==> src/rtl/acq_seq_pkg.sv <==
package acq_seq_pkg;

  typedef enum logic [1:0] {
    MODE_IDLE = 2'd0,
    MODE_CAP  = 2'd1,
    MODE_READ = 2'd2
  } seq_mode_e;

  // Hold window length in clock cycles, never less than one.
  function automatic int unsigned hold_cycles(input longint unsigned clk_hz,
                                              input longint unsigned win_ns);
    longint unsigned c;
    c = (clk_hz * win_ns) / 64'd1000000000;
    if (c < 64'd1) c = 64'd1;
    return 32'(c);
  endfunction

endpackage

==> src/rtl/seq_one_shot.sv <==
module seq_one_shot #(
  parameter int unsigned LEN = 500
) (
  input  logic clk,
  input  logic rst,
  input  logic clr,
  input  logic trig,
  output logic q
);
  localparam int unsigned CW = (LEN < 2) ? 1 : $clog2(LEN + 1);

  logic [CW-1:0] left_q;

  always_ff @(posedge clk) begin
    if (rst || clr) begin
      left_q <= '0;
      q      <= 1'b0;
    end else if (trig) begin
      left_q <= CW'(LEN - 1);
      q      <= 1'b1;
    end else if (left_q != '0) begin
      left_q <= left_q - 1'b1;
    end else begin
      q <= 1'b0;
    end
  end

  // the window never extends past its loaded length
  a_r2_window_bounded: assert property (@(posedge clk) disable iff (rst)
    (!q) |-> (left_q == '0));

endmodule

==> src/rtl/seq_step_delay.sv <==
module seq_step_delay #(
  parameter int unsigned DLY = 2
) (
  input  logic clk,
  input  logic rst,
  input  logic clr,
  input  logic arm,
  output logic pending,
  output logic fire
);
  localparam int unsigned CW = (DLY < 2) ? 1 : $clog2(DLY + 1);

  logic [CW-1:0] cnt_q;

  always_ff @(posedge clk) begin
    if (rst || clr) begin
      pending <= 1'b0;
      cnt_q   <= '0;
    end else if (arm) begin
      pending <= 1'b1;
      cnt_q   <= CW'(DLY - 1);
    end else if (pending) begin
      if (cnt_q == '0) pending <= 1'b0;
      else             cnt_q   <= cnt_q - 1'b1;
    end
  end

  assign fire = pending && (cnt_q == '0);

  // a new access is never armed on top of a pending one
  a_r7_no_rearm: assert property (@(posedge clk) disable iff (rst)
    arm |-> !pending);

endmodule

==> src/rtl/seq_addr_ctr.sv <==
module seq_addr_ctr #(
  parameter int unsigned ADDR_W = 20,
  parameter int unsigned CNT_W  = 21
) (
  input  logic              clk,
  input  logic              rst,
  input  logic              load,
  input  logic [CNT_W-1:0]  load_val,
  input  logic              step,
  output logic [ADDR_W-1:0] addr,
  output logic [CNT_W-1:0]  remaining
);

  always_ff @(posedge clk) begin
    if (rst) begin
      addr      <= '0;
      remaining <= '0;
    end else if (load) begin
      addr      <= '0;
      remaining <= load_val;
    end else if (step) begin
      addr      <= addr + 1'b1;
      remaining <= remaining - 1'b1;
    end
  end

  // the count never steps below zero
  a_r4_step_has_budget: assert property (@(posedge clk) disable iff (rst)
    (step && !load) |-> (remaining != '0));

endmodule

==> src/rtl/acq_mem_seq.sv <==
module acq_mem_seq
  import acq_seq_pkg::*;
#(
  parameter int unsigned CLK_HZ  = 50_000_000,
  parameter int unsigned HOLD_NS = 10_000,
  parameter int unsigned INC_DLY = 2,
  parameter int unsigned ADDR_W  = 20,
  parameter int unsigned CNT_W   = ADDR_W + 1
) (
  input  logic              clk,
  input  logic              rst,
  input  logic              start_acq,
  input  logic              start_ret,
  input  logic [CNT_W-1:0]  sample_count,
  input  logic              tick,
  input  logic              conv_done,
  input  logic              host_rd,
  output logic              conv_start,
  output logic              hold,
  output logic              mem_cs,
  output logic              mem_rw,
  output logic [ADDR_W-1:0] mem_addr,
  output logic              done,
  output logic              overrun
);
  localparam int unsigned HOLD_CYC = hold_cycles(longint'(CLK_HZ), longint'(HOLD_NS));
  localparam int unsigned STEP_DLY = (INC_DLY < 1) ? 1 : INC_DLY;

  seq_mode_e        mode_q;
  logic             wait_q;
  logic             start_any;
  logic             count_zero;
  logic             in_cap, in_read;
  logic             pend, fire, step;
  logic             busy;
  logic             take_tick, drop_tick, take_done, take_rd, arm;
  logic             finish;
  logic [CNT_W-1:0] remaining;

  assign start_any  = start_acq | start_ret;
  assign count_zero = (sample_count == '0);
  assign in_cap     = (mode_q == MODE_CAP);
  assign in_read    = (mode_q == MODE_READ);
  assign busy       = wait_q | pend;

  assign take_tick = !start_any && in_cap && tick && !busy;
  assign drop_tick = !start_any && in_cap && tick && busy;
  assign take_done = !start_any && in_cap && conv_done && wait_q;
  assign take_rd   = !start_any && in_read && host_rd && !pend;
  assign arm       = take_done | take_rd;
  assign step      = fire && !start_any;
  assign finish    = step && (remaining == CNT_W'(1));

  seq_one_shot #(.LEN(HOLD_CYC)) i_hold (
    .clk (clk),
    .rst (rst),
    .clr (start_any),
    .trig(take_tick),
    .q   (hold)
  );

  seq_step_delay #(.DLY(STEP_DLY)) i_delay (
    .clk    (clk),
    .rst    (rst),
    .clr    (start_any),
    .arm    (arm),
    .pending(pend),
    .fire   (fire)
  );

  seq_addr_ctr #(.ADDR_W(ADDR_W), .CNT_W(CNT_W)) i_ctr (
    .clk      (clk),
    .rst      (rst),
    .load     (start_any),
    .load_val (sample_count),
    .step     (step),
    .addr     (mem_addr),
    .remaining(remaining)
  );

  always_ff @(posedge clk) begin
    if (rst) begin
      mode_q     <= MODE_IDLE;
      mem_rw     <= 1'b1;
      done       <= 1'b0;
      overrun    <= 1'b0;
      wait_q     <= 1'b0;
      mem_cs     <= 1'b0;
      conv_start <= 1'b0;
    end else begin
      mem_cs     <= arm;
      conv_start <= take_tick;
      if (start_any) begin
        if (count_zero)     mode_q <= MODE_IDLE;
        else if (start_acq) mode_q <= MODE_CAP;
        else                mode_q <= MODE_READ;
        mem_rw  <= ~start_acq;
        done    <= count_zero;
        overrun <= 1'b0;
        wait_q  <= 1'b0;
      end else begin
        if (finish) begin
          mode_q <= MODE_IDLE;
          done   <= 1'b1;
        end
        if (drop_tick) overrun <= 1'b1;
        if (take_tick)      wait_q <= 1'b1;
        else if (take_done) wait_q <= 1'b0;
      end
    end
  end

  // a conversion is only started with the hold window open
  a_r2_start_in_hold: assert property (@(posedge clk) disable iff (rst)
    conv_start |-> hold);

  // a write select follows a converter strobe
  a_r3_write_cs_cause: assert property (@(posedge clk) disable iff (rst)
    (mem_cs && !mem_rw) |-> $past(conv_done));

  // a read select follows a host strobe
  a_r7_read_cs_cause: assert property (@(posedge clk) disable iff (rst)
    (mem_cs && mem_rw) |-> $past(host_rd));

  // outside a start the address only moves up by one
  a_r4_addr_single_step: assert property (@(posedge clk) disable iff (rst)
    ((mem_addr != $past(mem_addr)) && !$past(start_any))
      |-> (mem_addr == $past(mem_addr) + 1'b1));

  // direction changes only at a mode start
  a_r5_rw_held: assert property (@(posedge clk) disable iff (rst)
    !start_any |=> $stable(mem_rw));

  // done stays up until a new start
  a_r10_done_sticky: assert property (@(posedge clk) disable iff (rst)
    (done && !start_any) |=> done);

  // overrun stays up until a new start
  a_r8_overrun_sticky: assert property (@(posedge clk) disable iff (rst)
    (overrun && !start_any) |=> overrun);

endmodule

==> config.mk <==
export PLATFORM = sky130hd
export DESIGN_NAME = acq_mem_seq
export DESIGN_NICKNAME = d
export VERILOG_FILES = /design/src/rtl/acq_seq_pkg.sv /design/src/rtl/seq_one_shot.sv /design/src/rtl/seq_step_delay.sv /design/src/rtl/seq_addr_ctr.sv /design/src/rtl/acq_mem_seq.sv
export SDC_FILE = /design/constraint.sdc
export NUM_CORES = 1
export LEC_CHECK = 0
export BUFFER_PORTS_ARGS = -buffer_cell sky130_fd_sc_hd__buf_2
export CAP_MARGIN = 5
export CORE_MARGIN = 3
export CORE_UTILIZATION = 52
export CTS_BUF_LIST = sky130_fd_sc_hd__clkbuf_4
export DETAILED_ROUTE_END_ITERATION = 16
export PLACE_DENSITY = 0.89
export SYNTH_ARGS = -nofsm -noshare
export SYNTH_HDL_FRONTEND = slang
export SYNTH_HIERARCHICAL = 1
export SYNTH_SLANG_ARGS = --single-unit
export TNS_END_PERCENT = 50
==> constraint.sdc <==
create_clock -name clk -period 2.25 [get_ports clk]
set_input_delay 0.3375 -clock clk [delete_from_list [all_inputs] [get_ports clk]]
set_output_delay 0.3375 -clock clk [all_outputs]
set_load 0.005 [all_outputs]
# Yosys cells after proc, flatten, opt, wreduce, memory -nomap -nowiden
# Index checks and enable logic that the tools add are counted.
# word_totals
ff_bits,62
output_inout_bits,26
wordCells,78
# classes
addsub,4
n_eq_ne,5
n_mux,20
bitwise,5
n_reduce_logical,29
# op_table
op,count
$mux 21,2
$eq 21x1->1 const B,1
$logic_not 21->1,1
$sub 21x1->21 const B,1
$add 20x1->20 const B,1
$mux 9,2
$logic_and 1x1->1,12
$mux 1,12
$reduce_bool 2->1,5
$reduce_bool 9->1,1
$sub 9x1->9 const B,1
$mux 2,4
$reduce_or 2->1,3
$reduce_and 2->1,2
$logic_not 1->1,3
$or 1x1->1,3
$eq 2x1->1 const B,1
$eq 2x2->1 const B,1
$logic_not 2->1,1
$ne 2x1->1 const B,1
$ne 2x2->1 const B,1
$not 1->1,2
$sub 2x1->2 const B,1
$logic_or 1x1->1,1

# Depth between registers and ports, before layout
# logic_depth
word_depth,8
ltp_mapped,10
ltp_nobuf,9

# Modules after synthesis
# Netlist, hierarchy kept.
# by_module_without_submodules
mod,n_inst,cells_each,area_per_inst_um2,seq_area_each_um2
seq_addr_ctr,1,242,2039.5,820.8
seq_one_shot,1,56,493.0,200.2
acq_mem_seq,1,53,434.2,160.2
seq_step_delay,1,16,156.4,60.1

# Worst setup path after synthesis
# No wires, ideal clock.
# synth_path
kind,input port to flip-flop
start,input port start_ret
end,register i_ctr.remaining[13]
setup_ns,0.091
arrival_time_ns,2.374
t_required_ns,2.159
slack_ns,-0.215
path_stages,7
n_path_buf,1
cell_sequence,or2_2 > clkbuf_1 > nor2_1 > nor4b_4 > nand4_2 > or4_1 > a311oi_1
# synth_via
elab_chain_len,4
word_cells_on_any_way,5
classes_between,mux (1); bitwise (1); reduce/logical (3)
# synth_lines
item,line_no,source
start: declaration,acq_mem_seq.sv:13,"input logic start_ret,"
$or 1x1->1,acq_mem_seq.sv:40,assign start_any = start_acq | start_ret;
via start_any,acq_mem_seq.sv:31,logic start_any;
$logic_not 1->1,acq_mem_seq.sv:51,assign step = fire && !start_any;
$logic_and 1x1->1,acq_mem_seq.sv:51,
via step,acq_mem_seq.sv:34,"logic pend, fire, step;"
$reduce_bool 2->1 (no source line),-,
end signal: assignment,seq_addr_ctr.sv:20,remaining <= load_val;
end signal: assignment,seq_addr_ctr.sv:23,remaining <= remaining - 1'b1;
end: declaration,seq_addr_ctr.sv:11,output logic [CNT_W-1:0] remaining
# The timed path passes the listed nets, and every way through them passes these cells.
# A chain may end at the register's enable or synchronous reset.

# Worst setup path in the final report
# layout_path
start,register i_delay.cnt_q[1]
end,register i_ctr.remaining[13]
# layout_via
elab_chain_len,4
# layout_lines
item,line_no,source
start: declaration,seq_step_delay.sv:13,logic [CW-1:0] cnt_q;
start signal: assignment,seq_step_delay.sv:21,cnt_q <= CW'(DLY - 1);
start signal: assignment,seq_step_delay.sv:24,else cnt_q <= cnt_q - 1'b1;
$logic_not 2->1,seq_step_delay.sv:28,assign fire = pending && (cnt_q == '0);
$logic_and 1x1->1,seq_step_delay.sv:28,
via fire,acq_mem_seq.sv:34,
$logic_and 1x1->1,acq_mem_seq.sv:51,
via step,acq_mem_seq.sv:34,
$reduce_bool 2->1 (no source line),-,
# The timed path passes the listed nets, and every way through them passes these cells.

==> results_dict.tcl <==
set metrics [dict create \
    ys_seq_elements 62 \
    cpMostUsedCell "inv_2" \
    synthArstFlopShare_pct 0 \
    ys_types 52 \
    cp-start-kind "flop" \
    synthAdderAreaFrac_pct 1.60 \
    start_util_pct 55.4 \
    r2r_cells 10 \
    root_buffer "clkbuf_4" \
    dpl.hpwl_mm 5.43 \
    ctsHoldBuffers 0 \
    placed_cell_area_sq_um 3550 \
    crit_start "i_delay/cnt_q[1]" \
    reg2reg_slack_ns 0.03 \
    num_vias 3058 \
    grt_pass1_wl_mm 13.0 \
    wirelength_mm 7.74 \
    synth_xor_area_share_pct 6.73 \
    worstHoldPathType "input pin to flop" \
    syn_area_per_cell_sq_um 8.51 \
    die_h_microns 83.5 \
    cts.path.max_buffers 2 \
    finalSetupViolCount 0 \
    hold_viol_final 0 \
    grtUsageTotal_pct 22.3 \
    worst-path-max-fanout 6 \
    place_congestion 0.889 \
    chipWidth_microns 83.5 \
    vias_per_cell 5.96 \
    cp.arrival_ns 2.55 \
    multi_input_area_sq_um 1850 \
    synth_mux_area_share_pct 0.641 \
    cp_data_required_time_ns 2.58 \
    antenna_left 0 \
    numCtsBuffers 9 \
    hold_depth 3 \
    fillCellCount 452 \
    netlist_area_sq_um 3120 \
    path_cells "inv_2, ha_4, and2_4, inv_2, nor2_4, nor4b_4, buf_4, nand4_4, or4_4, a311oi_2" \
    end_kind "flop" \
    first_pass_iters 4 \
    ff_latch_area_sq_um 1240 \
    slowest_stage "or4_4" \
    first_global_vias 2855 \
    core.rowCount 27 \
    num_io_pins 54 \
    htreeDepth 3 \
    worstMarginPinSlew_ns 0.509 \
    critPathKind "flop to flop" \
    r2r-start "i_delay/cnt_q[1]" \
    synth_warnings 6 \
    grt_overflow_total 0 \
    synth-compound-area-share_pct 15.5 \
    synth_cells 367 \
    synth_area_leader_cell "dfxtp_1" \
    synth.area.top_cells "dfxtp_1, nor2_1, xor2_1, or3_1, a211oi_1" \
    wl_per_cell_microns 15.1 \
    diodes 0 \
    timing.hold.ws_ns 0.190 \
    drc 0 \
    crit_end "i_ctr/remaining[13]" \
    final_area_sq_um 3820 \
    fin_util_pct 67.6 \
    antenna_found_initial 0 \
    crit_path_max_incr_delay_ns 0.51 \
    die_area_sq_um 6970 \
    cts_tree "yes" \
    synth_top_area_share_pct 39.7 \
    synthSimpleGateAreaFrac_pct 32.2 \
    yosysMostFrequentCell "dfxtp_1" \
    max_freq_ghz 0.450 \
    ir_worst_vdd_mv 0.371 \
    post-route-period-util_pct 98.8 \
    core-area_sq_um 5640 \
    rr_endpoint "i_ctr/remaining[13]" \
    drt_first_iter_violations 152 \
    drive_above_1_share_pct 26.3 \
    ys_top_cells_by_count "dfxtp_1, nor2_1, nand2_1" \
    clk_latency_ns 0.41 \
    max_cap_violations 0 \
    p_per_area_nw_per_um2 599 \
    p_leak_nw 1.47 \
    status "completed" \
    synth_top_family_by_area "simple AND/OR/NAND/NOR gates" \
    slew_viol_final 0 \
    seq_area_frac_synth_pct 39.7 \
    finalNetCount 468 \
    power_mw 2.29 \
    skew_ns 0.0210 \
    synth_flop_cell "dfxtp_1" \
    grt_setup_unrepaired "yes" \
    syn_to_final_growth_pct 22.2 \
    synth_nets 399 \
    cts_sinks 62 \
    clk_pin_slew_ns 0.12 \
    io_buffers 53 \
    grt_start_max_net_pins 27 \
    period_minus_slack_ns 2.22 \
    slew_headroom_pct 66.0 \
    synth_edf_count 0 \
]
[cells by family after synthesis]
| kind of cell | count (synthesis) |
|---|---|
| simple gates | 175 |
| compound gates | 71 |
| flops | 62 |
| buf+inv | 29 |
| xor+xnor | 24 |
| fa+ha+maj | 4 |
| mux | 2 |
[flip-flops by register name (all words and copies together), names as in the netlist]
signal and cells:
i_hold/left_q 9, mode_q 2, done 1, i_delay/pending 1
overrun 1, conv_start 1, i_hold/q 1, wait_q 1
mem_cs 1, i_ctr/addr 20, i_delay/cnt_q 2, i_ctr/remaining 21
mem_rw 1
[report_power, final]
group,internal [mW],total (mW),switching (mW)
sequential,1.13,1.17,0.0427
combinational,0.0983,0.231,0.132
clock,0.469,0.882,0.412
[how the worst min path moves through the flow]
| stage | endpoint | from | slack, ns |
|---|---|---|---|
| 6_report | i_ctr/remaining[4] | sample_count[4] | 0.19 |
| 4_1_cts | i_ctr/remaining[4] | sample_count[4] | 0.18 |
| 3_5_place_dp | i_hold/q | i_hold/q | 0.47 |
| 2_1_floorplan | mem_rw | start_acq | 0.45 |
| 3_3_place_gp | i_hold/q | i_hold/q | 0.46 |
| 5_1_grt | i_ctr/remaining[11] | sample_count[11] | 0.21 |
[cell type report]
class	instances	area share [%]
clock buffers	11	2.16
clock inverters	5	1.93
inverters	14	1.38
multi-input cells	276	48.4
flip-flops and latches	62	32.6
well taps	72	2.36
repair buffers	73	11.2
[what timing repair did]
item / in CTS / in global routing
hold endpoints to repair: 0 / 0
endpoints found under the setup margin: 1 / 9
gates resized for setup: 1 / 16
pin swaps: 0 / 7
setup buffers: 2 / 4
[per-layer routing]
| metal | global-route usage [%] | routed length, microns | vias up |
|---|---|---|---|
| li1 | - | - | 1505 |
| met1 | 27.8 | 3470 | 1467 |
| met2 | 37.7 | 3810 | 72 |
| met3 | 4.24 | 320 | 14 |
| met4 | 9.06 | 141 | 0 |
| met5 | 0 | 0 | - |
[worst max-delay path: cells and delay by family, from the launching register on]
| family | cells | cell delay [ns] |
|---|---|---|
| AOI/OAI and AO/OA | 1 | 0.19 |
| adders and majority gates | 1 | 0.14 |
| buffers and inverters | 3 | 0.30 |
| DFF | 1 | 0.34 |
| and+or+nand+nor | 5 | 1.17 |
[metrics by stage]
step / setup slack [ns] / TNS [ns] / instances
finish: 0.0262 / 0 / 513
global route: -0.0791 / -0.145 / 513
CTS: 0.00633 / 0 / 509
detailed placement: -0.100 / -0.207 / 491
global placement: 0.00434 / 0 / 491
floorplan: -0.0258 / -0.0347 / 367
[placed cells by master, fill, tap and decap left out, types with 11 or more instances in the layout]
| master | n |
|---|---|
| buf_4 | 19 |
| buf_2 | 53 |
| nand2_1 | 21 |
| o21ai_0 | 17 |
| xor2_1 | 19 |
| or3_1 | 16 |
| nor2_1 | 48 |
| a211oi_1 | 12 |
| clkbuf_4 | 11 |
| nor4_1 | 12 |
| dfxtp_1 | 60 |
| nand4_1 | 12 |
(Power assumes the default switching activity.)
